--- src/rtl/shared_rdy_dout_pkg.sv ---
package shared_rdy_dout_pkg;
  localparam int unsigned WORD_W_DEF = 24;
  localparam int unsigned PULSE_LEN_DEF = 4;

  typedef enum logic [1:0] {
    PIN_IDLE  = 2'd0,
    PIN_READY = 2'd1,
    PIN_DATA  = 2'd2
  } pin_mode_e;
endpackage

--- src/rtl/sdo_edge_detect.sv ---
module sdo_edge_detect (
  input  logic clk,
  input  logic rst_n,
  input  logic sig_in,
  output logic rise
);
  logic sig_q;

  always_ff @(posedge clk or negedge rst_n) begin
    if (!rst_n) sig_q <= 1'b0;
    else        sig_q <= sig_in;
  end

  assign rise = sig_in & ~sig_q;
endmodule

--- src/rtl/sdo_pulse_timer.sv ---
module sdo_pulse_timer #(
  parameter int unsigned LEN = 4
) (
  input  logic clk,
  input  logic rst_n,
  input  logic start,
  input  logic cancel,
  output logic active,
  output logic done
);
  localparam int unsigned CW = (LEN > 1) ? $clog2(LEN) : 1;
  localparam logic [CW-1:0] LAST = CW'(LEN - 1);

  logic [CW-1:0] cnt;

  always_ff @(posedge clk or negedge rst_n) begin
    if (!rst_n) begin
      active <= 1'b0;
      cnt    <= '0;
    end else if (start) begin
      active <= 1'b1;
      cnt    <= '0;
    end else if (cancel) begin
      active <= 1'b0;
      cnt    <= '0;
    end else if (active) begin
      if (cnt == LAST) begin
        active <= 1'b0;
        cnt    <= '0;
      end else begin
        cnt <= cnt + 1'b1;
      end
    end
  end

  assign done = active && (cnt == LAST);
endmodule

--- src/rtl/sdo_shifter.sv ---
module sdo_shifter #(
  parameter int unsigned W = 24
) (
  input  logic         clk,
  input  logic         rst_n,
  input  logic         capture,
  input  logic [W-1:0] data,
  input  logic         arm,
  input  logic         step,
  output logic         bit_out,
  output logic         armed,
  output logic         busy
);
  localparam int unsigned CW = $clog2(W);
  localparam logic [CW-1:0] LAST = CW'(W - 1);

  logic [W-1:0]  word;
  logic [CW-1:0] cnt;

  always_ff @(posedge clk or negedge rst_n) begin
    if (!rst_n) begin
      word  <= '0;
      armed <= 1'b0;
      cnt   <= '0;
    end else if (capture) begin
      word  <= data;
      armed <= 1'b0;
      cnt   <= '0;
    end else if (arm) begin
      armed <= 1'b1;
      cnt   <= '0;
    end else if (step && armed) begin
      word <= {word[W-2:0], 1'b0};
      if (cnt == LAST) begin
        armed <= 1'b0;
        cnt   <= '0;
      end else begin
        cnt <= cnt + 1'b1;
      end
    end
  end

  assign bit_out = word[W-1];
  assign busy    = armed && (cnt != '0);
endmodule

--- src/rtl/shared_rdy_dout.sv ---
module shared_rdy_dout
  import shared_rdy_dout_pkg::*;
#(
  parameter int unsigned WORD_W    = WORD_W_DEF,
  parameter int unsigned PULSE_LEN = PULSE_LEN_DEF
) (
  input  logic              clk,
  input  logic              rst_n,
  input  logic              settled,
  input  logic              in_valid,
  output logic              in_ready,
  input  logic [WORD_W-1:0] in_data,
  input  logic              sclk,
  output logic              rdy_dout_n
);
  logic      accept;
  logic      sclk_rise;
  logic      pulse_active;
  logic      pulse_done;
  logic      armed;
  logic      busy;
  logic      bit_out;
  pin_mode_e mode;

  assign in_ready = ~busy;
  assign accept   = in_valid & in_ready;

  sdo_edge_detect u_edge (
    .clk    (clk),
    .rst_n  (rst_n),
    .sig_in (sclk),
    .rise   (sclk_rise)
  );

  sdo_pulse_timer #(.LEN(PULSE_LEN)) u_timer (
    .clk    (clk),
    .rst_n  (rst_n),
    .start  (accept & settled),
    .cancel (accept & ~settled),
    .active (pulse_active),
    .done   (pulse_done)
  );

  sdo_shifter #(.W(WORD_W)) u_shift (
    .clk     (clk),
    .rst_n   (rst_n),
    .capture (accept),
    .data    (in_data),
    .arm     (pulse_done & ~accept),
    .step    (sclk_rise),
    .bit_out (bit_out),
    .armed   (armed),
    .busy    (busy)
  );

  always_comb begin
    if (pulse_active) mode = PIN_READY;
    else if (armed)   mode = PIN_DATA;
    else              mode = PIN_IDLE;
  end

  always_comb begin
    unique case (mode)
      PIN_READY: rdy_dout_n = 1'b0;
      PIN_DATA:  rdy_dout_n = bit_out;
      default:   rdy_dout_n = 1'b1;
    endcase
  end
endmodule

--- config.mk ---
export PLATFORM = sky130hd
export DESIGN_NAME = shared_rdy_dout
export DESIGN_NICKNAME = d
export VERILOG_FILES = /design/src/rtl/shared_rdy_dout_pkg.sv /design/src/rtl/sdo_edge_detect.sv /design/src/rtl/sdo_pulse_timer.sv /design/src/rtl/sdo_shifter.sv /design/src/rtl/shared_rdy_dout.sv
export SDC_FILE = /design/constraint.sdc
export NUM_CORES = 1
export LEC_CHECK = 0
export BUFFER_PORTS_ARGS = -buffer_cell sky130_fd_sc_hd__buf_2
export CORE_MARGIN = 1
export CORE_UTILIZATION = 40
export CTS_BUF_LIST = sky130_fd_sc_hd__clkbuf_4 sky130_fd_sc_hd__clkbuf_8 sky130_fd_sc_hd__clkbuf_16
export CTS_CLUSTER_DIAMETER = 200
export DETAILED_ROUTE_END_ITERATION = 12
export PLACE_DENSITY = 0.64
export SYNTH_ARGS = -nofsm -noshare
export SYNTH_HDL_FRONTEND = slang
export SYNTH_SLANG_ARGS = --single-unit
--- constraint.sdc ---
create_clock -name clk -period 1.9 [get_ports clk]
set_input_delay 0.38 -clock clk [delete_from_list [all_inputs] [get_ports clk]]
set_output_delay 0.38 -clock clk [all_outputs]
set_load 0.01 [all_outputs]
== After elaboration in Yosys (flattened, before gate mapping) ==
Cells that the tools add are included.

* Input bits: 29
* Flip-flop bits (word level): 34

* Equality and inequality tests: 5
* Add/sub/neg operators: 2
* Bitwise gates (word level): 9
* Reduce and logical (&&, ||, !) cells: 10
* Muxes and demuxes: 22

{| class="wikitable"
|+ Operator list
! operator !! number
|-
| 2-to-1 mux 24 bit || 3
|-
| 2-to-1 mux 5 bit || 4
|-
| 2-to-1 mux 2 bit || 6
|-
| nonzero test 3 bit || 3
|-
| 2-to-1 mux 1 bit || 8
|-
| adder 5 x 1 -> 5 bit (second input constant) || 1
|-
| AND 1 bit || 5
|-
| equality test 5 bit (second input constant) || 1
|-
| nonzero test 5 bit || 1
|-
| equality test 2 bit (second input constant) || 2
|-
| NOT 1 bit || 4
|-
| AND reduction 2 bit || 2
|-
| logical AND 1 bit || 3
|-
| adder 2 x 1 -> 2 bit (second input constant) || 1
|-
| equality test 2 x 1 -> 1 bit (second input constant) || 1
|-
| inequality test 2 bit (second input constant) || 1
|-
| one-hot mux 1 bit (2 select lines) || 1
|-
| nonzero test 2 bit || 1
|}

== Longest topological paths before layout ==
* Word-level depth: 8
* Mapped depth: 7
* Mapped depth without buffers: 5

== Hierarchy ==
Synthesis repeated with hierarchy kept, for this count alone.

* Cells, all modules: 160
* Area, all modules: 1682.9 µm²

{| class="wikitable"
|+ By module, submodules not included
! module !! area an instance (µm²) !! cells an instance !! instances
|-
| sdo_shifter || 1448.9 || 139 || 1
|-
| sdo_pulse_timer || 147.6 || 11 || 1
|-
| shared_rdy_dout || 47.5 || 8 || 1
|-
| sdo_edge_detect || 38.8 || 2 || 1
|}

== Least setup slack after synthesis ==
OpenSTA, ideal clock, no wires.

* Path type: reg2out
* From: reg u_shift.cnt[0]
* To: out in_ready
* Stages on the path, launching flop included: 7
* Path slack: 91 ps
* Buffers on the path: 2
* Arrival: 1429 ps
* Required time: 1520 ps
* Cells stage by stage: dfrtp_1 inv_1 ha_1 or4b_4 buf_6 buf_8 nand2_1

* Word-level cells in the longest chain between the ends: 3

{| class="wikitable"
|+ RTL lines
! what !! RTL line !! source
|-
| from (decl) || sdo_shifter.sv:18 || <nowiki>logic [CW-1:0] cnt;</nowiki>
|-
| from (signal assigned) || sdo_shifter.sv:38 || <nowiki>cnt <= cnt + 1'b1;</nowiki>
|-
| nonzero test 5 bit || sdo_shifter.sv:44 || <nowiki>assign busy = armed && (cnt != '0);</nowiki>
|-
| logical AND 1 bit || sdo_shifter.sv:44 ||
|-
| NOT 1 bit || shared_rdy_dout.sv:25 || <nowiki>assign in_ready = ~busy;</nowiki>
|-
| to (decl) || shared_rdy_dout.sv:11 || <nowiki>output logic in_ready,</nowiki>
|}

No other way between the ends.

== Worst setup path after layout ==
Ends and elaborated chain as after synthesis.

==> impl_results.md <==
* Total track usage at 20.0%
* Final count of hold timing violations at 0
* WP data arrival at 1550 ps
* Final worst slack at -34.1 ps
* Tcrit/Tclk final at 102%
* DP Worst Slack at 108 ps
* Port Buffers at 30
* Vias in the first global route at 1664
* Root buf cell: clkbuf_8
* Routed length per instance at 16.6 µm
* Comb pwr share at 13.2%
* Drt first-iter violations at 119
* Max Fclk at 0.517 GHz
* Fraction of power spent switching nets at 26.8%
* Die area at 0.00513 mm²
* Post-synth top area share at 43.9%
* Routed WL at 4700 µm
* Site Rows at 24
* CTS tree: yes
* Die Height at 71.6 µm
* Final hold slack at 119 ps
* Area delta synth->final at 19.0%
* Post-layout min period at 1930 ps
* Failing checks: setup timing
* Worst-Skew Late Latency at 290 ps
* Fin cells at 282
* Least-Margin Pin Slew at 441 ps
* Pint at 1.17 mW
* Inserted Diodes at 0
* Crit Path Max Fanout at 2
* Fraction of layout cells with a size suffix above 1 at 34.8%
* Remaining antenna violation count at 0
* Initial Util at 43.0%
* Most frequent cells in the layout: dfrtp_1, buf_2, o21ai_0
* Post-synthesis net count at 226
* RSZ-0062 raised after global routing: true
* Commonest non-fill, non-tap cell in the layout: dfrtp_1
* Placed Cells at 272
* Clock Power Share at 35.9%
* Antenna violations before repair at 0
* Ranking of synthesized cells by area: dfrtp_1, a211oi_2, a31oi_1, o21ai_0, nand3_1
* CTS sink cnt at 34
* Yosys reg bits at 34
* Async SR Flop Fraction at 100%
* Largest net degree at the start of global routing at 35
* Critical path's slowest cell: or4b_4
* Hold Buf Count CTS at 0
* Core Region at 0.00450 mm²
* First drt pass iteration count at 5
* Critical path cell sequence: inv_1 -> ha_2 -> or4b_4 -> nand2_2 -> buf_6
* Synth cell types at 37
* CP Launch Type: flip-flop
* Drt drc at 0
* Vias per cell at 6.07
* Sw power at 429 µW
* Setup Skew at 5.47 ps
* Filler Cell Count at 415
* Number of flops mapped to enable cells by yosys at 0
* Total global routing overflow at 0
* Dominant synthesized flop cell: dfrtp_1
* Area leader, netlist: dfrtp_1
* Pwr dens at 692 mW/mm²
* YS warnings at 0
* Worst slew margin at 70.2%
* Critical path required time at 1520 ps
* Netlist Area Pre-Place at 0.00194 mm²
* Pwr Total at 1.60 mW
* CP Class: flip-flop to output port
* Hold WC Path Type: primary input to async pin
* Worst-path clk slew at 70 ps
* Placer congestion estimate at 0.781
* Clock buffer depth at 2
* Setup TNS at -34.1 ps
* Worst path max stage delay at 470 ps
* VDD IR max at 250 µV
* Max capacitance violation total at 0
* LEAKAGE at 0.881 nW
* TritonCTS buffer count at 5
* H-tree Lvls at 2
* Die W at 71.6 µm
* Final setup vio count at 1
* Reg power frac at 50.9%
* HPWL Detailed at 2920 µm
* Avg Cell Area, Syn at 9.99 µm²
* Ports at 31
* Status: finished with violations
* Routed vias at 1711
* Final Max Slew Viols at 0
* Layout Nets at 261
* Syn Inst Count at 194
* Crit end category: output port
* First-pass GRT wire length at 7880 µm
* Seq/Total Area, Yosys at 43.9%
-- synthesized netlist by cell type (all sizes together), types with 3 or more instances --
library cell,number
dfrtp,34
buf,6
inv,7
clkbuf,14
mux2i,3
a31oi,23
nand2,3
a211oi,26
o21ai,30
nand3,23
ha,3
-- worst paths after layout --
check                                        end      startpoint  slack [ps]  cells after the start
worst max-delay path                    in_ready  u_shift.cnt[0]         -30                      5
worst min-delay path             u_shift.word[6]           rst_n         120                      2
worst max register to register  u_shift.word[16]  u_shift.cnt[0]          10                      7
worst min register to register    u_timer.cnt[1]  u_timer.cnt[1]         530                      2
max in group asynchronous       u_shift.word[17]           rst_n        1460                      2
min in group clk                    u_edge.sig_q            sclk         240                      1
-- cell type report --
type	instances	area (µm²)	share of cell area, %
multi-input combinational	132	950	41.2
sequential	34	851	36.9
timing repair buffer	48	317	13.7
clock buffer	6	82.6	3.58
tap	52	65.1	2.82
inverter	8	30.0	1.30
clock inverter	2	12.5	0.542
-- layer usage --
metal	GRT usage (%)	vias up	share of wire [%]
met2	31.7	47	47
met4	6.75	0	1.1
met3	4.50	5	4.2
li1	-	811	-
met1	27.2	848	48
met5	0	-	0
-- metrics by stage --
step / util [%] / cell area, µm²
floorplan: - / 1940
global placement: 48.4 / 2180
detailed placement: 48.4 / 2180
CTS: 50.9 / 2290
global route: 51.2 / 2310
finish: 51.2 / 2310
-- registers in the layout, summed over array words and instances (netlist names) --
signal          flops
u_shift.word       24
u_shift.cnt         5
u_timer.cnt         2
u_edge.sig_q        1
u_shift.armed       1
u_timer.active      1
-- worst max-delay path: cells and delay by family (launching register included) --
family / cells / cell delay [ps]
flops: 1 / 380
buf+inv: 2 / 160
fa+ha+maj: 1 / 160
simple gates: 2 / 570
-- cell families (layout without fill, tap and decap cells) --
logic type               after synthesis  count (layout)  synth area share, %
AO/OA/AOI/OAI                         84              84                 32.4
AND/OR/NAND/NOR                       40              40                 11.6
flip-flops                            34              34                 43.9
buffers and inverters                 28              64                 7.55
multiplexers                           4               4                 2.13
adder cells (fa/ha/maj)                3               3                 1.94
XOR/XNOR                               1               1                0.452
-- power by group through the flow --
stage | registers [mW] | logic, mW | clock network [mW]
final | 0.812 | 0.211 | 0.574
after global routing | 0.819 | 0.238 | 0.609
after floorplan | 0.817 | 0.127 | 0
after detailed placement | 0.825 | 0.212 | 0
after CTS | 0.811 | 0.213 | 0.583
after global placement | 0.825 | 0.209 | 0
-- what timing repair did --
| item | 4_1_cts | 5_1_grt |
|---|---|---|
| buffers inserted | 1 | 1 |
| gates resized for setup | 2 | 2 |
| setup endpoints to repair | 1 | 23 |
Note: power is estimated with default switching activity, not from simulation.
